[src/rtl/auxc_pkg.sv]
package auxc_pkg;

  localparam int SLOT_COUNT = 8;
  localparam int SLOT_W     = 3;

  typedef enum logic [SLOT_W-1:0] {
    SLOT_CFG   = 3'd0,
    SLOT_DIAG  = 3'd1,
    SLOT_MODEM = 3'd2,
    SLOT_MISC  = 3'd3,
    SLOT_PDOWN = 3'd4,
    SLOT_LED   = 3'd5,
    SLOT_SYS   = 3'd6,
    SLOT_IDLE  = 3'd7
  } slot_e;

  typedef enum logic [1:0] {
    SZ_BYTE = 2'd0,
    SZ_HALF = 2'd1,
    SZ_WORD = 2'd2,
    SZ_RSVD = 2'd3
  } acc_size_e;

  localparam int CFG_PFEN_BIT  = 3;
  localparam int MISC_TC_BIT   = 1;
  localparam int PD_OFF_BIT    = 0;
  localparam int PD_CLR_BIT    = 1;
  localparam int PD_FLAG_BIT   = 5;
  localparam int SYS_REQ_BIT   = 0;
  localparam int SYS_STAT_BIT  = 1;

  localparam int STROBE_COUNT  = 3;
  localparam int STB_TC        = 0;
  localparam int STB_SRST      = 1;
  localparam int STB_HALT      = 2;

  function automatic acc_size_e width_of(input slot_e s);
    case (s)
      SLOT_LED: width_of = SZ_HALF;
      SLOT_SYS: width_of = SZ_WORD;
      default:  width_of = SZ_BYTE;
    endcase
  endfunction

endpackage

[src/rtl/auxc_decode.sv]
module auxc_decode
  import auxc_pkg::*;
#(
  parameter int SLOTS = SLOT_COUNT,
  parameter int AW    = SLOT_W
) (
  input  logic             req_valid,
  input  logic             req_write,
  input  logic [AW-1:0]    req_addr,
  input  logic [1:0]       req_size,
  output logic [SLOTS-1:0] wr_sel,
  output logic [SLOTS-1:0] rd_sel
);

  logic [SLOTS-1:0] hit;

  for (genvar i = 0; i < SLOTS; i++) begin : g_slot
    assign hit[i]    = (req_addr == AW'(i)) &&
                       (req_size == 2'(width_of(slot_e'(i))));
    assign wr_sel[i] = req_valid &&  req_write && hit[i];
    assign rd_sel[i] = req_valid && !req_write && hit[i];
  end

endmodule

[src/rtl/auxc_power.sv]
module auxc_power
  import auxc_pkg::*;
#(
  parameter int BW = 8
) (
  input  logic          clk,
  input  logic          rst_n,
  input  logic          wr_en,
  input  logic          wd_off,
  input  logic          wd_clr,
  input  logic          pf_in,
  input  logic          pf_enable,
  output logic [BW-1:0] pd_view,
  output logic          irq,
  output logic          off_strobe
);

  logic pf_seen_q, pf_seen_d;
  logic flag_q, flag_d;
  logic off_q, off_d;
  logic stb_q, stb_d;
  logic pf_edge;

  assign pf_edge = (pf_in != pf_seen_q);

  always_comb begin
    pf_seen_d = pf_in;
    flag_d    = flag_q;
    off_d     = off_q;
    stb_d     = 1'b0;
    if (pf_edge) begin
      flag_d = pf_in && pf_enable;
    end
    if (wr_en) begin
      off_d = wd_off;
      stb_d = wd_off;
      if (wd_clr) begin
        flag_d = 1'b0;
      end
    end
  end

  always_ff @(posedge clk or negedge rst_n) begin
    if (!rst_n) begin
      pf_seen_q <= 1'b0;
      flag_q    <= 1'b0;
      off_q     <= 1'b0;
      stb_q     <= 1'b0;
    end else begin
      pf_seen_q <= pf_seen_d;
      flag_q    <= flag_d;
      off_q     <= off_d;
      stb_q     <= stb_d;
    end
  end

  always_comb begin
    pd_view              = '0;
    pd_view[PD_OFF_BIT]  = off_q;
    pd_view[PD_FLAG_BIT] = flag_q;
  end

  assign irq        = flag_q && pf_enable;
  assign off_strobe = stb_q;

endmodule

[src/rtl/auxc_strobes.sv]
module auxc_strobes #(
  parameter int N = 3
) (
  input  logic         clk,
  input  logic         rst_n,
  input  logic [N-1:0] fire,
  output logic [N-1:0] strobe
);

  logic [N-1:0] stb_q;

  for (genvar i = 0; i < N; i++) begin : g_stb
    logic stb_d;
    assign stb_d = fire[i];
    always_ff @(posedge clk or negedge rst_n) begin
      if (!rst_n) begin
        stb_q[i] <= 1'b0;
      end else begin
        stb_q[i] <= stb_d;
      end
    end
  end

  assign strobe = stb_q;

endmodule

[src/rtl/auxc_bank.sv]
module auxc_bank
  import auxc_pkg::*;
#(
  parameter int DATA_W = 32,
  parameter int LED_W  = 16,
  parameter int BYTE_W = 8
) (
  input  logic              clk,
  input  logic              por_n,
  input  logic              rst_n,
  input  logic              req_valid,
  input  logic              req_write,
  input  logic [2:0]        req_addr,
  input  logic [1:0]        req_size,
  input  logic [DATA_W-1:0] req_wdata,
  output logic [DATA_W-1:0] rdata,
  input  logic              pwr_fail_i,
  output logic              irq_o,
  output logic              fd_tc_o,
  output logic              pwr_off_o,
  output logic              sys_rst_o,
  output logic              cpu_halt_o,
  output logic [LED_W-1:0]  led_o
);

  localparam logic [DATA_W-1:0] SYS_STAT_VAL = DATA_W'(1) << SYS_STAT_BIT;
  localparam logic [BYTE_W-1:0] MISC_KEEP    = ~(BYTE_W'(1) << MISC_TC_BIT);

  logic [SLOT_COUNT-1:0]   wr_sel, rd_sel;
  logic                    ctl_rst_n;
  logic [BYTE_W-1:0]       cfg_q, cfg_d, modem_q, modem_d, misc_q, misc_d;
  logic [BYTE_W-1:0]       diag_q, diag_d;
  logic [LED_W-1:0]        led_q, led_d;
  logic [DATA_W-1:0]       sys_q, sys_d;
  logic                    cfg_en, modem_en, misc_en, diag_en, led_en, sys_en;
  logic [BYTE_W-1:0]       pd_view;
  logic [STROBE_COUNT-1:0] fire, strobe;
  logic                    unused_wdata_hi;

  assign ctl_rst_n       = rst_n && por_n;
  assign unused_wdata_hi = ^req_wdata[DATA_W-1:LED_W];

  auxc_decode #(.SLOTS(SLOT_COUNT), .AW(SLOT_W)) u_dec (
    .req_valid (req_valid),
    .req_write (req_write),
    .req_addr  (req_addr),
    .req_size  (req_size),
    .wr_sel    (wr_sel),
    .rd_sel    (rd_sel)
  );

  // Clock enables and next values
  always_comb begin
    cfg_en   = wr_sel[SLOT_CFG];
    diag_en  = wr_sel[SLOT_DIAG];
    modem_en = wr_sel[SLOT_MODEM];
    misc_en  = wr_sel[SLOT_MISC];
    led_en   = wr_sel[SLOT_LED];
    sys_en   = wr_sel[SLOT_SYS] && req_wdata[SYS_REQ_BIT];
    cfg_d    = req_wdata[BYTE_W-1:0];
    diag_d   = req_wdata[BYTE_W-1:0];
    modem_d  = req_wdata[BYTE_W-1:0];
    misc_d   = req_wdata[BYTE_W-1:0] & MISC_KEEP;
    led_d    = req_wdata[LED_W-1:0];
    sys_d    = SYS_STAT_VAL;
  end

  // Control registers: cleared by block reset
  always_ff @(posedge clk or negedge ctl_rst_n) begin
    if (!ctl_rst_n) begin
      cfg_q   <= '0;
      modem_q <= '0;
      misc_q  <= '0;
    end else begin
      if (cfg_en)   cfg_q   <= cfg_d;
      if (modem_en) modem_q <= modem_d;
      if (misc_en)  misc_q  <= misc_d;
    end
  end

  // Retained registers: cleared by power-on reset only
  always_ff @(posedge clk or negedge por_n) begin
    if (!por_n) begin
      diag_q <= '0;
      led_q  <= '0;
      sys_q  <= '0;
    end else begin
      if (diag_en) diag_q <= diag_d;
      if (led_en)  led_q  <= led_d;
      if (sys_en)  sys_q  <= sys_d;
    end
  end

  auxc_power #(.BW(BYTE_W)) u_pwr (
    .clk        (clk),
    .rst_n      (ctl_rst_n),
    .wr_en      (wr_sel[SLOT_PDOWN]),
    .wd_off     (req_wdata[PD_OFF_BIT]),
    .wd_clr     (req_wdata[PD_CLR_BIT]),
    .pf_in      (pwr_fail_i),
    .pf_enable  (cfg_q[CFG_PFEN_BIT]),
    .pd_view    (pd_view),
    .irq        (irq_o),
    .off_strobe (pwr_off_o)
  );

  always_comb begin
    fire           = '0;
    fire[STB_TC]   = wr_sel[SLOT_MISC] && req_wdata[MISC_TC_BIT];
    fire[STB_SRST] = wr_sel[SLOT_SYS]  && req_wdata[SYS_REQ_BIT];
    fire[STB_HALT] = wr_sel[SLOT_IDLE];
  end

  auxc_strobes #(.N(STROBE_COUNT)) u_stb (
    .clk    (clk),
    .rst_n  (ctl_rst_n),
    .fire   (fire),
    .strobe (strobe)
  );

  assign fd_tc_o    = strobe[STB_TC];
  assign sys_rst_o  = strobe[STB_SRST];
  assign cpu_halt_o = strobe[STB_HALT];
  assign led_o      = led_q;

  // Read path: zero unless a legal read is in progress
  always_comb begin
    rdata = '0;
    if (|rd_sel) begin
      case (slot_e'(req_addr))
        SLOT_CFG:   rdata = DATA_W'(cfg_q);
        SLOT_DIAG:  rdata = DATA_W'(diag_q);
        SLOT_MODEM: rdata = DATA_W'(modem_q);
        SLOT_MISC:  rdata = DATA_W'(misc_q);
        SLOT_PDOWN: rdata = DATA_W'(pd_view);
        SLOT_LED:   rdata = DATA_W'(led_q);
        SLOT_SYS:   rdata = sys_q;
        default:    rdata = '0;
      endcase
    end
  end

endmodule

[config.mk]
export PLATFORM = sky130hd
export DESIGN_NAME = auxc_bank
export DESIGN_NICKNAME = d
export VERILOG_FILES = /design/src/rtl/auxc_pkg.sv /design/src/rtl/auxc_decode.sv /design/src/rtl/auxc_power.sv /design/src/rtl/auxc_strobes.sv /design/src/rtl/auxc_bank.sv
export SDC_FILE = /design/constraint.sdc
export NUM_CORES = 1
export LEC_CHECK = 0
export ABC_AREA = 1
export BUFFER_PORTS_ARGS = -buffer_cell sky130_fd_sc_hd__buf_2
export CAP_MARGIN = 20
export CORE_ASPECT_RATIO = 1.75
export CORE_UTILIZATION = 53
export CTS_BUF_LIST = sky130_fd_sc_hd__clkbuf_8
export CTS_CLUSTER_DIAMETER = 150
export DETAILED_ROUTE_END_ITERATION = 10
export GPL_TIMING_DRIVEN = 1
export PLACE_DENSITY = 0.81
export SLEW_MARGIN = 0
export SYNTH_ARGS = -nofsm -noshare
export SYNTH_HDL_FRONTEND = slang
export SYNTH_HIERARCHICAL = 1
export SYNTH_SLANG_ARGS = --single-unit
export TNS_END_PERCENT = 20
[constraint.sdc]
create_clock -name clk -period 1.9 [get_ports clk]
set_input_delay 0.38 -clock clk [delete_from_list [all_inputs] [get_ports clk]]
set_output_delay 0.38 -clock clk [all_outputs]
set_load 0.005 [all_outputs]
# == Word level (Yosys, flattened, before mapping) ==
# Index checks and enable logic that the tools add are counted.
# Widths: inputs -> output; s select.
# word_totals
regBits,55
inputBits,43
output_inout_bits,53
wordCells,64
# op_classes
eq_ne,10
n_mux,6
reduce_logical,35
# op_table
op,count
$pmux 16 s7,1
$mux 32,1
$logic_and 1x1->1,31
$eq 3x3->1 const B,4
$reduce_or 8->1,1
$eq 3x2->1 const B,2
$mux 1,4
$eq 3x1->1 const B,1
$logic_not 3->1,1
$eq 2x1->1 const B,1
$eq 2x2->1 const B,1
$logic_not 2->1,1
$logic_not 1->1,1
$ne 1x1->1,1

# == Logic depth before layout (Yosys ltp) ==
# logic_depth
word_depth,5
depth_mapped,9
depth_no_buf,8

# == Modules after synthesis ==
# Netlist, hierarchy kept.
# modules_own_cells
module,instances,cells_per_inst,area_each_um2,seq_area_each_um2
auxc_bank,1,255,2534.9,1201.2
auxc_power,1,28,225.2,100.1
auxc_decode,1,40,172.7,0.0
auxc_strobes,1,3,75.1,75.1

# == Worst setup path after synthesis ==
# No wires, ideal clock.
# synth_timing
path_type,input port to output port
startpoint,input port req_write
endpoint,output port rdata[0]
t_arrival_ps,1260
required_time_ps,1520
path_slack_ps,260
path_stages,8
path_cell_list,inv_1 nand2_1 nor3_1 nor2_1 nand2_1 nor2_2 buf_2 nor2_1
# synth_via
elab_chain_len,5
# synth_rtl
item,line_no,source
start: declaration,auxc_bank.sv:12,"input logic req_write,"
$logic_not 1->1,auxc_decode.sv:21,assign rd_sel[i] = req_valid && !req_write && hit[i];
$logic_and 1x1->1 (2 in a row),auxc_decode.sv:21,
via rd_sel[5],auxc_bank.sv:29,"logic [SLOT_COUNT-1:0] wr_sel, rd_sel;"
$reduce_or 8->1,auxc_bank.sv:129,if (|rd_sel) begin
$mux 32,auxc_bank.sv:129,
end: declaration,auxc_bank.sv:16,"output logic [DATA_W-1:0] rdata,"
# The timed path passes the listed nets, and every way through them passes these cells.

# == Worst setup path after layout ==
# layout_timing
startpoint,input port req_size[0]
endpoint,output port rdata[9]
# layout_via
elab_chain_len,5
# layout_rtl
item,line_no,source
start: declaration,auxc_bank.sv:14,"input logic [1:0] req_size,"
$logic_not 2->1,auxc_decode.sv:19,(req_size == 2'(width_of(slot_e'(i))));
$logic_and 1x1->1,auxc_decode.sv:18,assign hit[i] = (req_addr == AW'(i)) &&
$logic_and 1x1->1,auxc_decode.sv:21,
via rd_sel[3],auxc_bank.sv:29,
$reduce_or 8->1,auxc_bank.sv:129,
$mux 32,auxc_bank.sv:129,
# The timed path passes the listed nets, and every way through them passes these cells.

==> impl_metrics.py <==
metrics = {
    "hold_path": {
        "hold_class": "in -> async",
    },
    "synthesis": {
        "synth_mux_area_frac": 0.146,
        "netlist_instances": 326,
        "yosys.cell_types.count": 20,
        "yosys.area_share.xor_xnor": 0,
        "synthAdderAreaFrac": 0,
        "synth_compound_area_frac": 0.0166,
        "synthSimpleGateAreaFrac": 0.245,
        "ys_seq_area_frac": 0.458,
        "synth_top_family_by_area": "simple AND/OR/NAND/NOR gates",
        "syn_area_per_cell_um2": 9.23,
        "ys_ff_latch": 55,
        "netlist_area_um2": 3010,
        "synth_warnings": 6,
    },
    "cts": {
        "htreeDepth": 2,
        "clk_latency_ns": 0.30,
        "cts-root-buf": "clkbuf_8",
        "cts_buffers": 5,
        "cts.hold.buffers_added": 0,
        "max-clock-path-buffers": 2,
        "cts_sinks": 55,
        "cts_tree": "built",
        "path_clk_slew_ns": 0.10,
    },
    "drt": {
        "antenna_left": 0,
        "dr.pass1.iters": 4,
        "vias": 2554,
        "drt-vias-per-instance": 5.35,
        "wl_per_cell_um": 15.1,
        "drtIter0Drc": 111,
        "wirelength_um": 7190,
        "drc": 0,
    },
    "status": {
        "status": "finished with violations",
        "violations": "negative setup slack",
    },
    "power_and_ir_drop": {
        "total_power_mw": 2.70,
        "leakage_nw": 1.90,
        "ir_worst_vdd_mv": 0.590,
        "powerDensity_nw_per_um2": 730,
    },
    "timing": {
        "tns_ns": -0.0941,
        "min_period_over_period": 1.01,
        "max_freq_mhz": 519,
        "layout_setup_ws_ns": -0.0266,
        "finalHoldViolations": 0,
        "drv_slew": 0,
        "finalSetupViolations": 6,
        "rsz0062_at_grt": "yes",
        "skew_ns": 0.000412,
        "period_minus_slack_ns": 1.93,
    },
    "global_routing": {
        "antenna_found_initial": 0,
        "grt_util_all_layers": 0.262,
        "grt_pass1_wl_um": 11900,
        "overflow": 0,
        "grt_max_degree": 31,
        "grt_pass1_vias": 2619,
    },
    "placement": {
        "placedInstanceArea_um2": 3440,
        "dp_hpwl_um": 5060,
        "placed_cells": 468,
        "place_congestion": 0.866,
        "io_buffers": 63,
    },
    "cells_and_area": {
        "instances_no_fill": 477,
        "seqCellArea_um2": 1380,
        "layout.nets": 443,
        "fill_cells": 451,
        "syn2layout_area_growth_pct": 23.1,
        "fin_area_um2": 3700,
        "multi_input_area_um2": 1420,
        "diodes": 0,
        "drive_gt1_frac": 0.429,
    },
    "worst_setup_path": {
        "critPathKind": "in -> out",
        "arrival_ns": 1.55,
        "crit_path_max_fanout": 11,
        "start_kind": "primary input",
        "critical_path_required_ns": 1.52,
        "setup.worst_path.end_class": "output pin",
        "worst-r2r-setup-slack_ns": 1.08,
    },
    "floorplanning": {
        "die-height_um": 102,
        "initial_core_util": 0.547,
        "core_um2": 5500,
        "ios": 96,
        "rows": 36,
        "fp.dieW_um": 58.9,
        "die_area_um2": 5990,
    },
    "run": {
        "max-cap-violations": 0,
    },
}
==> kinds of logic after synthesis <==
kind of cell,Yosys count
flip-flops,55
buffers and inverters,70
other,2
AO/OA/AOI/OAI,10
multiplexers,39
AND/OR/NAND/NOR,150
==> path summary, 6_finish.rpt <==
check	from	end	depth (start not counted)
hold reg to reg	modem_q[0]	modem_q[0]	1
setup / recovery	req_size[0]	rdata[9]	10
min in group clk	pwr_fail_i	u_pwr/pf_seen_q	1
max in group asynchronous	por_n	cfg_q[5]	4
hold / removal	por_n	led_o[12]	2
setup reg to reg	sys_q[1]	sys_q[1]	1
==> worst max-delay path, stage by stage <==
cell and delay, ns:
buf_8 0.10, nor2_4 0.21, nand3_2 0.11, nor2_1 0.12
nor2_1 0.07, nand2_1 0.08, nor2_2 0.05, buf_6 0.14
nor3_2 0.13, buf_2 0.14
==> cell usage in the layout, fill, tap and decap left out, drive strengths merged, types with 6 or more instances in the layout <==
| cell | count |
|---|---|
| buf | 90 |
| clkbuf | 6 |
| conb | 22 |
| dfrtp | 55 |
| inv | 27 |
| mux2 | 39 |
| nand2 | 22 |
| nand3 | 48 |
| nand4 | 27 |
| nor2 | 40 |
| nor3 | 12 |
| o21ai | 9 |
==> flip-flops by register name, indices dropped and copies added, names as in the netlist <==
name / cells
misc_q: 7
u_pwr/pf_seen_q: 1
u_pwr/off_q: 1
led_o: 16
u_stb/strobe: 3
cfg_q: 8
diag_q: 8
sys_q: 1
u_pwr/flag_q: 1
u_pwr/off_strobe: 1
modem_q: 8
==> cell type report <==
class                      count  share of cell area
clock inverter                 2             0.00946
clock buffer                   6              0.0223
tap                           76              0.0257
inverter                      27              0.0274
sequential                    55               0.372
multi-input combinational    221               0.384
timing repair buffer          90               0.160
==> repair_timing <==
item / in CTS / in global routing
hold endpoints to repair: 0 / 0
gates resized for setup: 14 / 26
setup buffers: 0 / 1
setup endpoints to repair: 12 / 16
pin swaps: 1 / 6
==> per-stage QoR <==
step / hold WS (ns) / util / setup WS [ns]
floorplan: 0.0844 / - / 0.260
global placement: 0.411 / 0.625 / -0.0571
detailed placement: 0.417 / 0.625 / -0.0661
CTS: 0.0753 / 0.657 / 0.00360
global route: 0.0879 / 0.674 / -0.145
finish: 0.0626 / 0.674 / -0.0266
==> metal layers <==
| metal | GRT usage | routed length (um) |
|---|---|---|
| met1 | 0.294 | 2740 |
| met2 | 0.476 | 4000 |
| met3 | 0.0358 | 284 |
| met4 | 0.121 | 155 |
| met5 | 0 | 0 |
==> synth_stat cells <==
cell type	instances	area, um2
dfrtp_1	55	1380
clkbuf_1	1	3.75
a21oi_1	1	5.00
nor3_1	12	60.1
inv_1	25	93.8
mux2_2	39	439
inv_2	2	7.51
o21ai_0	9	45.0
nand3_2	1	10.0
buf_4	25	188
buf_6	3	33.8
nor2_4	3	33.8
nor2_2	1	6.26
conb_1	2	7.51
nand3_1	47	235
nand4_1	27	169
nand2_1	22	82.6
or2_2	1	6.26
buf_2	14	70.1
nor2_1	36	135
==> where the power goes <==
part	internal [mW]	leakage, nW	total, mW	switching, mW
Sequential	1.32	0.710	1.41	0.0887
Clock	0.427	0.0612	0.792	0.365
Combinational	0.234	1.13	0.499	0.265
Power figures use the tool's default switching activity.
